`src/rtl/pllcfg_pkg.sv`:
```
package pllcfg_pkg;

    localparam int FREQ_W  = 20;
    localparam int PDIV_W  = 5;
    localparam int MULT_W  = 8;
    localparam int LP_W    = 6;
    localparam int BAND_W  = 2;
    localparam int NBANDS  = 3;

    localparam int MULQ_W  = FREQ_W + PDIV_W;
    localparam int WIDE_W  = 2 * FREQ_W + PDIV_W;
    localparam int PLL_W   = FREQ_W + MULT_W;
    localparam int WORD_W  = BAND_W + 1 + PDIV_W + MULT_W;

    localparam int unsigned PDIV_MAX    = 31;
    localparam int unsigned FLOOR_KHZ   = 5000;
    localparam int unsigned LP_STEP_KHZ = 80000;

    localparam int TH_W  = $clog2(FLOOR_KHZ * (PDIV_MAX + 1) + 1);
    localparam int CMP_W = (TH_W + 1 > FREQ_W) ? TH_W + 1 : FREQ_W;

    localparam logic [31:0] BAND_FLOOR [NBANDS] = '{32'd126000, 32'd251000, 32'd501000};

    typedef enum logic [2:0] {
        ST_IDLE,
        ST_SEARCH,
        ST_MULT,
        ST_FULL,
        ST_FIELD,
        ST_LP
    } calc_state_e;

    typedef struct packed {
        logic [BAND_W-1:0] band;
        logic              rsvd;
        logic [PDIV_W-1:0] prediv;
        logic [MULT_W-1:0] mult;
    } cfg_word_t;

    function automatic logic [MULT_W-1:0] mult_nonzero(input logic [MULT_W-1:0] m);
        return (m == '0) ? MULT_W'(1) : m;
    endfunction

endpackage

```
`src/rtl/pllcfg_shdiv.sv`:
```
module pllcfg_shdiv #(
    parameter int W = 45
) (
    input  logic         clk,
    input  logic         rst,
    input  logic         go,
    input  logic [W-1:0] dividend,
    input  logic [W-1:0] divisor,
    output logic         fin,
    output logic [W-1:0] quot
);
    localparam int CNT_W = $clog2(W + 1);

    logic [W-1:0]     dvs_q;
    logic [W-1:0]     quo_q;
    logic [W-1:0]     rem_q;
    logic [CNT_W-1:0] cnt_q;
    logic             run_q;
    logic             fin_q;
    logic [W:0]       shifted;
    logic [W:0]       trial;

    always_comb begin
        shifted = {rem_q, quo_q[W-1]};
        trial   = shifted - {1'b0, dvs_q};
    end

    always_ff @(posedge clk) begin
        if (rst) begin
            dvs_q <= '0;
            quo_q <= '0;
            rem_q <= '0;
            cnt_q <= '0;
            run_q <= 1'b0;
            fin_q <= 1'b0;
        end else begin
            fin_q <= 1'b0;
            if (go) begin
                dvs_q <= divisor;
                quo_q <= dividend;
                rem_q <= '0;
                cnt_q <= CNT_W'(W);
                run_q <= 1'b1;
            end else if (run_q) begin
                if (!trial[W]) begin
                    rem_q <= trial[W-1:0];
                    quo_q <= {quo_q[W-2:0], 1'b1};
                end else begin
                    rem_q <= shifted[W-1:0];
                    quo_q <= {quo_q[W-2:0], 1'b0};
                end
                cnt_q <= cnt_q - CNT_W'(1);
                if (cnt_q == CNT_W'(1)) begin
                    run_q <= 1'b0;
                    fin_q <= 1'b1;
                end
            end
        end
    end

    assign fin  = fin_q;
    assign quot = quo_q;

    // a finished quotient leaves a remainder below the divisor
    p_rem_bound_r4: assert property (@(posedge clk) disable iff (rst)
        fin_q |-> (rem_q < dvs_q));

    // the controller never restarts a divide in progress
    p_no_restart_r1: assert property (@(posedge clk) disable iff (rst)
        go |-> !run_q);

endmodule

```
`src/rtl/pllcfg_search.sv`:
```
module pllcfg_search
    import pllcfg_pkg::*;
(
    input  logic              clk,
    input  logic              rst,
    input  logic              go,
    input  logic [FREQ_W-1:0] ref_khz,
    output logic              fin,
    output logic [PDIV_W-1:0] prediv
);
    logic [CMP_W-1:0]  ref_q;
    logic [CMP_W-1:0]  thr_q;
    logic [PDIV_W-1:0] pd_q;
    logic              run_q;
    logic              fin_q;
    logic              step;

    assign step = (ref_q >= thr_q) && (pd_q < PDIV_W'(PDIV_MAX));

    always_ff @(posedge clk) begin
        if (rst) begin
            ref_q <= '0;
            thr_q <= '0;
            pd_q  <= '0;
            run_q <= 1'b0;
            fin_q <= 1'b0;
        end else begin
            fin_q <= 1'b0;
            if (go) begin
                ref_q <= CMP_W'(ref_khz);
                thr_q <= CMP_W'(2 * FLOOR_KHZ);
                pd_q  <= PDIV_W'(1);
                run_q <= 1'b1;
            end else if (run_q) begin
                if (step) begin
                    pd_q  <= pd_q + PDIV_W'(1);
                    thr_q <= thr_q + CMP_W'(FLOOR_KHZ);
                end else begin
                    run_q <= 1'b0;
                    fin_q <= 1'b1;
                end
            end
        end
    end

    assign fin    = fin_q;
    assign prediv = pd_q;

    // the result lies in 1..31
    p_prediv_cap_r3: assert property (@(posedge clk) disable iff (rst)
        fin_q |-> (pd_q != '0) && (pd_q <= PDIV_W'(PDIV_MAX)));

    // every step taken kept the divided reference at or above the floor
    p_prediv_floor_r3: assert property (@(posedge clk) disable iff (rst)
        (fin_q && pd_q > PDIV_W'(1)) |-> (ref_q >= CMP_W'(FLOOR_KHZ) * CMP_W'(pd_q)));

endmodule

```
`src/rtl/pllcfg_band.sv`:
```
module pllcfg_band
    import pllcfg_pkg::*;
(
    input  logic [WIDE_W-1:0] freq_khz,
    output logic [BAND_W-1:0] band
);
    logic [NBANDS-1:0] hit;

    for (genvar i = 0; i < NBANDS; i++) begin : g_floor
        assign hit[i] = (freq_khz >= WIDE_W'(BAND_FLOOR[i]));
    end

    assign band = BAND_W'($countones(hit));

endmodule

```
`src/rtl/pllcfg_calc.sv`:
```
module pllcfg_calc
    import pllcfg_pkg::*;
(
    input  logic              clk,
    input  logic              rst,
    input  logic              start,
    input  logic [FREQ_W-1:0] ref_khz,
    input  logic [FREQ_W-1:0] lane_kbps,
    output logic              busy,
    output logic              done,
    output logic              err,
    output logic [WORD_W-1:0] cfg_word,
    output logic [PLL_W-1:0]  pll_khz,
    output logic [LP_W-1:0]   lp_div_field
);
    calc_state_e       state_q;
    logic [FREQ_W-1:0] ref_q;
    logic [FREQ_W-1:0] rate_q;
    logic [PDIV_W-1:0] pdiv_q;
    logic [MULT_W-1:0] mfield_q;
    logic [BAND_W-1:0] band_q;
    logic [PLL_W-1:0]  pllf_q;

    logic              srch_go_q;
    logic              srch_fin;
    logic [PDIV_W-1:0] srch_pdiv;

    logic              div_go_q;
    logic [WIDE_W-1:0] dvd_q;
    logic [WIDE_W-1:0] dvs_q;
    logic              div_fin;
    logic [WIDE_W-1:0] quot;
    logic [BAND_W-1:0] quot_band;

    cfg_word_t         word_q;
    logic [PLL_W-1:0]  pll_q;
    logic [LP_W-1:0]   lp_q;
    logic              done_q;
    logic              err_q;

    logic [WIDE_W-1:0] ceil_dvd;
    logic [WIDE_W-1:0] full_dvd;
    logic [WIDE_W-1:0] field_dvd;
    logic [WIDE_W-1:0] lp_dvd;

    pllcfg_search u_search (
        .clk     (clk),
        .rst     (rst),
        .go      (srch_go_q),
        .ref_khz (ref_q),
        .fin     (srch_fin),
        .prediv  (srch_pdiv)
    );

    pllcfg_shdiv #(.W(WIDE_W)) u_div (
        .clk      (clk),
        .rst      (rst),
        .go       (div_go_q),
        .dividend (dvd_q),
        .divisor  (dvs_q),
        .fin      (div_fin),
        .quot     (quot)
    );

    pllcfg_band u_band (
        .freq_khz (quot),
        .band     (quot_band)
    );

    always_comb begin
        ceil_dvd  = WIDE_W'(rate_q) * WIDE_W'(srch_pdiv) + WIDE_W'(ref_q) - WIDE_W'(1);
        full_dvd  = WIDE_W'(ref_q) * WIDE_W'(quot[MULQ_W-1:0]);
        field_dvd = WIDE_W'(ref_q) * WIDE_W'(mult_nonzero(mfield_q));
        lp_dvd    = quot + WIDE_W'(LP_STEP_KHZ - 1);
    end

    always_ff @(posedge clk) begin
        if (rst) begin
            state_q   <= ST_IDLE;
            ref_q     <= '0;
            rate_q    <= '0;
            pdiv_q    <= '0;
            mfield_q  <= '0;
            band_q    <= '0;
            pllf_q    <= '0;
            srch_go_q <= 1'b0;
            div_go_q  <= 1'b0;
            dvd_q     <= '0;
            dvs_q     <= '0;
            word_q    <= '0;
            pll_q     <= '0;
            lp_q      <= '0;
            done_q    <= 1'b0;
            err_q     <= 1'b0;
        end else begin
            srch_go_q <= 1'b0;
            div_go_q  <= 1'b0;
            done_q    <= 1'b0;
            err_q     <= 1'b0;
            unique case (state_q)
                ST_IDLE: begin
                    if (start) begin
                        ref_q  <= ref_khz;
                        rate_q <= lane_kbps;
                        if (ref_khz == '0) begin
                            done_q <= 1'b1;
                            err_q  <= 1'b1;
                            word_q <= '0;
                            pll_q  <= '0;
                            lp_q   <= '0;
                        end else begin
                            srch_go_q <= 1'b1;
                            state_q   <= ST_SEARCH;
                        end
                    end
                end
                ST_SEARCH: begin
                    if (srch_fin) begin
                        pdiv_q   <= srch_pdiv;
                        dvd_q    <= ceil_dvd;
                        dvs_q    <= WIDE_W'(ref_q);
                        div_go_q <= 1'b1;
                        state_q  <= ST_MULT;
                    end
                end
                ST_MULT: begin
                    if (div_fin) begin
                        mfield_q <= quot[MULT_W-1:0];
                        dvd_q    <= full_dvd;
                        dvs_q    <= WIDE_W'(pdiv_q);
                        div_go_q <= 1'b1;
                        state_q  <= ST_FULL;
                    end
                end
                ST_FULL: begin
                    if (div_fin) begin
                        band_q   <= quot_band;
                        dvd_q    <= field_dvd;
                        dvs_q    <= WIDE_W'(pdiv_q);
                        div_go_q <= 1'b1;
                        state_q  <= ST_FIELD;
                    end
                end
                ST_FIELD: begin
                    if (div_fin) begin
                        pllf_q   <= quot[PLL_W-1:0];
                        dvd_q    <= lp_dvd;
                        dvs_q    <= WIDE_W'(LP_STEP_KHZ);
                        div_go_q <= 1'b1;
                        state_q  <= ST_LP;
                    end
                end
                ST_LP: begin
                    if (div_fin) begin
                        word_q.band   <= band_q;
                        word_q.rsvd   <= 1'b0;
                        word_q.prediv <= pdiv_q;
                        word_q.mult   <= mfield_q;
                        pll_q         <= pllf_q;
                        lp_q          <= quot[LP_W-1:0] - LP_W'(1);
                        done_q        <= 1'b1;
                        state_q       <= ST_IDLE;
                    end
                end
                default: state_q <= ST_IDLE;
            endcase
        end
    end

    assign busy         = (state_q != ST_IDLE);
    assign done         = done_q;
    assign err          = err_q;
    assign cfg_word     = word_q;
    assign pll_khz      = pll_q;
    assign lp_div_field = lp_q;

    // a result is never flagged while still calculating
    p_done_idle_r9: assert property (@(posedge clk) disable iff (rst)
        done |-> !busy);

    // outputs move only with a done pulse
    p_hold_r9: assert property (@(posedge clk) disable iff (rst)
        !done |-> ($stable(cfg_word) && $stable(pll_khz) && $stable(lp_div_field)));

    // an error comes with done and a cleared word
    p_err_done_r2: assert property (@(posedge clk) disable iff (rst)
        err |-> (done && cfg_word == '0 && pll_khz == '0));

    // a good word has a zero spare bit and a nonzero pre-divider
    p_word_fields_r6: assert property (@(posedge clk) disable iff (rst)
        (done && !err) |-> (!cfg_word[13] && cfg_word[12:8] != '0));

    // a request taken in idle starts the calculation on the next cycle
    p_start_busy_r1: assert property (@(posedge clk) disable iff (rst)
        (start && !busy && ref_khz != '0) |=> busy);

endmodule

```
`config.mk`:
```
export PLATFORM = sky130hd
export DESIGN_NAME = pllcfg_calc
export DESIGN_NICKNAME = d
export VERILOG_FILES = /design/src/rtl/pllcfg_pkg.sv /design/src/rtl/pllcfg_shdiv.sv /design/src/rtl/pllcfg_search.sv /design/src/rtl/pllcfg_band.sv /design/src/rtl/pllcfg_calc.sv
export SDC_FILE = /design/constraint.sdc
export NUM_CORES = 2
export LEC_CHECK = 0
export BUFFER_PORTS_ARGS = -buffer_cell sky130_fd_sc_hd__buf_2
export CORE_MARGIN = 2
export CORE_UTILIZATION = 55
export DETAILED_ROUTE_END_ITERATION = 8
export HOLD_SLACK_MARGIN = 0.12
export PLACE_DENSITY = 0.71
export SLEW_MARGIN = 30
export SYNTH_ARGS = -nofsm -noshare
export SYNTH_HDL_FRONTEND = slang
export SYNTH_SLANG_ARGS = --single-unit
```
`constraint.sdc`:
```
create_clock -name clk -period 10.43 [get_ports clk]
set_input_delay 0.5215 -clock clk [delete_from_list [all_inputs] [get_ports clk]]
set_output_delay 0.5215 -clock clk [all_outputs]
set_load 0.01 [all_outputs]
```
==> impl_results.md <==
- Worst slew margin: 31.7%
- Worst Path Required: around 11,000 ps
- Vias/cell: 5.88
- Hold WS: between 100 and 150 ps
- Initial Util: 55.5%
- Fin Setup TNS: 0 ps
- Drt wl/cell: roughly 20 um
- Antenna Violating Nets Remaining: 0
- Vias in the first global route: approximately 36,000
- Async S/R FF share, synth: 0%
- Most frequent cells in the layout: 726 x nand2_1, 669 x inv_1, 595 x fa_1
- Yosys reg bits: between 300 and 400
- Worst IR Drop VDD: between 0.09 and 0.1 mV
- CP Launch Type: register
- Slew @ Worst Pin: around 1000 ps
- Detailed Place HPWL: 92.7 mm
- Critical R2R Launch: ref_q[2]$_SDFFE_PP0P_
- RSZ-0062 raised after global routing: false
- Syn avg cell area: 8.31 um^2
- Hold path start: lane_kbps[14]
- GPL Wtd Cong: about 0.95
- TritonCTS clock tree: built
- Largest net degree at the start of global routing: 104
- Clock sinks: 366
- Min Tclk post-route: a little over 8000 ps
- Met3 Use GR: 5.41%
- Final Cell Area: 45,700 um^2
- Global-route wire length before repair: 202 mm
- H-Tree Depth: 2
- Root buffer cell: clkbuf_16
- Post-synth EDFFs: 0
- Final WL: 125 mm
- Post-synth top flop: dfxtp_1
- Gr busiest metal: met2
- # IOs: 96
- Post-CTS Setup Inserts: 0
- Final hold vios: 0
- Grt ovf: 0
- Antenna violations before repair: 2
- Clock-pin slew on the worst setup and hold paths: 60 ps
- Max-cap viol count: 0
- Pwr dens: 82.6 nW/um^2
- DIE HEIGHT: around 280 um
- M1 GR Usage: 42.0%
- Synthesized net count: between 6,000 and 7,000
- Clk buf depth: 3
- Hold Path Class: input port to register
- Placed Area: between 40,000 and 50,000 um^2
- Fmax achieved: approximately 0.12 GHz
- Worst setup path class: register to register
- Slew Viols, Final: 0
- Leakage: roughly 22 nW
- Die W: roughly 280 um
- 1st-iter DRT viols: ~2,900
- Layout cells sized above 1: 5.74%
- CP Max Fanout: 11
- Worst Skew: ~30 ps
- Post-synthesis sequential area ratio: between 10% and 20%
- DR vias: 36,000
- Clock buffer count from CTS: 44
- Most common cell after layout, fill and taps aside: nand2_1
- Core area: 77,500 um^2
- Syn-to-layout area delta: 6.30%
- GRT Util Overall: 31.6%
- Outcome: finished, final reports clean
- Depth of the most critical reg-to-reg path: 23
- Clk_lat worst skew: approximately 600 ps
- Worst setup path start: ref_q[2]$_SDFFE_PP0P_
- CP arrival: about 8600 ps
- YS warnings: 0
- # port buffers: 94
- Finish-stage setup viols: 0
- Mapped Cells: just over 5,000
- DR pass1 iterations: 6
- Final Cycle Share: 78.5%
- Die area: slightly above 80,000 um^2
- CP endpoint kind: register
- Num rows: about 100
- Post-synthesis cell type count: between 70 and 80
- DRC: 0
- Nets: between 5,000 and 6,000
- WHS Path Cells: 3
- Cell Area, Synth: 43,000 um^2
- Grt met2 use: ~51%
registers in the layout, indices dropped and copies added, names as in the netlist, 2 cells and up:
name and count:
state_q 3, u_div.quot 45, pdiv_q 5, dvs_q 20, mfield_q 8, u_div.dvs_q 20, band_q 2, cfg_word 15
lp_div_field 6, u_div.cnt_q 6, rate_q 20, dvd_q 45, u_search.ref_q 20, u_search.thr_q 17, u_div.rem_q 45, u_search.prediv 5
pllf_q 28, ref_q 20, pll_khz 28
power by group:
part | internal [mW] | leakage [nW] | switching, mW | total [mW]
registers | 1.42 | 2.96 | 0.0491 | 1.47
logic | 0.214 | 17.9 | 0.398 | 0.612
clock network | 1.00 | 0.745 | 0.691 | 1.70
total | 2.64 | 21.6 | 1.14 | 3.78
worst paths after layout:
kind	endpoint	slack (ps)
worst max-delay path	dvd_q[43]$_SDFFE_PP0P_	2240
worst min-delay path	rate_q[14]$_SDFFE_PP0P_	150
worst max register to register	dvd_q[43]$_SDFFE_PP0P_	2240
worst min register to register	dvs_q[18]$_SDFFE_PP0P_	450
metrics by stage:
step                      utilization, %  instances  power, mW  setup WS (ps)
final                               59.0       6114       3.78           2240
after global routing                59.0       6113       3.91           1950
after CTS                           59.0       6112       3.79           2430
after detailed placement            56.9       6032       2.10           2470
after global placement              56.9       6032       2.09           2470
after floorplan                        -       5170       1.90           3430
synth_stat cells (20+ instances only):
| cell | count | share of area [%] |
|---|---|---|
| clkbuf_1 | 318 | 2.8 |
| nor2b_1 | 31 | 0.45 |
| inv_1 | 669 | 5.8 |
| o21ai_0 | 123 | 1.4 |
| nand4_1 | 32 | 0.47 |
| nor3_1 | 65 | 0.76 |
| a21oi_1 | 306 | 3.6 |
| and3_1 | 25 | 0.36 |
| xor2_1 | 62 | 1.3 |
| buf_1 | 35 | 0.31 |
| nor4_1 | 22 | 0.32 |
| xnor2_1 | 95 | 1.9 |
| nand2_1 | 726 | 6.3 |
| a211oi_1 | 61 | 1.1 |
| a21o_1 | 61 | 1.1 |
| dfxtp_1 | 366 | 17 |
| nor2_1 | 382 | 3.3 |
| and2_1 | 309 | 4.5 |
| nand3_1 | 68 | 0.79 |
| or3_1 | 25 | 0.36 |
| ha_1 | 306 | 8.9 |
| fa_1 | 595 | 28 |
| a22oi_1 | 57 | 1.0 |
| a31oi_1 | 25 | 0.36 |
| mux2i_1 | 118 | 2.7 |
| o211ai_1 | 20 | 0.35 |
cell type report:
class | instances | area (um^2)
diodes | 2 | 5.00
clock inverters | 23 | 354
multi-input cells | 3775 | 31800
flip-flops and latches | 366 | 7340
inverters | 669 | 2510
repair buffers | 183 | 1150
fillers | 7020 | 31800
well taps | 1040 | 1300
clock buffers | 56 | 1210
worst max-delay path, stage by stage, from the launching register on:
cell	delay [ps]
dfxtp_1	730
inv_1	360
nor2_1	300
fa_1	480
fa_1	510
inv_1	50
fa_1	530
inv_1	50
fa_1	520
fa_1	440
fa_1	570
inv_1	70
fa_1	530
inv_1	40
ha_1	470
nand4_1	260
nor3_1	430
nand2_1	100
o221ai_1	450
o211ai_1	230
a21oi_1	320
nor3_1	100
a2111oi_0	380
a211oi_1	120
routing by layer:
metal	vias up	wire length (um)
met5	-	0
met4	0	6320
met3	289	10700
met2	1470	57100
met1	17800	51100
li1	16400	-
cell families (layout without fill, tap and decap cells):
| family | count (synthesis) | after routing | synth area share, % |
|---|---|---|---|
| and+or+nand+nor | 1759 | 1759 | 19.0 |
| xor gates and xnor gates | 157 | 157 | 3.20 |
| adders and majority gates | 901 | 901 | 36.6 |
| AOI/OAI and AO/OA | 837 | 837 | 12.3 |
| other | 1 | 3 | 0.00872 |
| muxes | 120 | 120 | 2.80 |
| DFF | 366 | 366 | 17.0 |
| buffers and inverters | 1029 | 931 | 9.03 |
what timing repair did:
item                                   4_1_cts  5_1_grt
endpoints found under the hold margin        1        0
hold buffers                                 1        0
gates resized for setup                      0        0
Note: power is estimated with default switching activity, not from simulation.
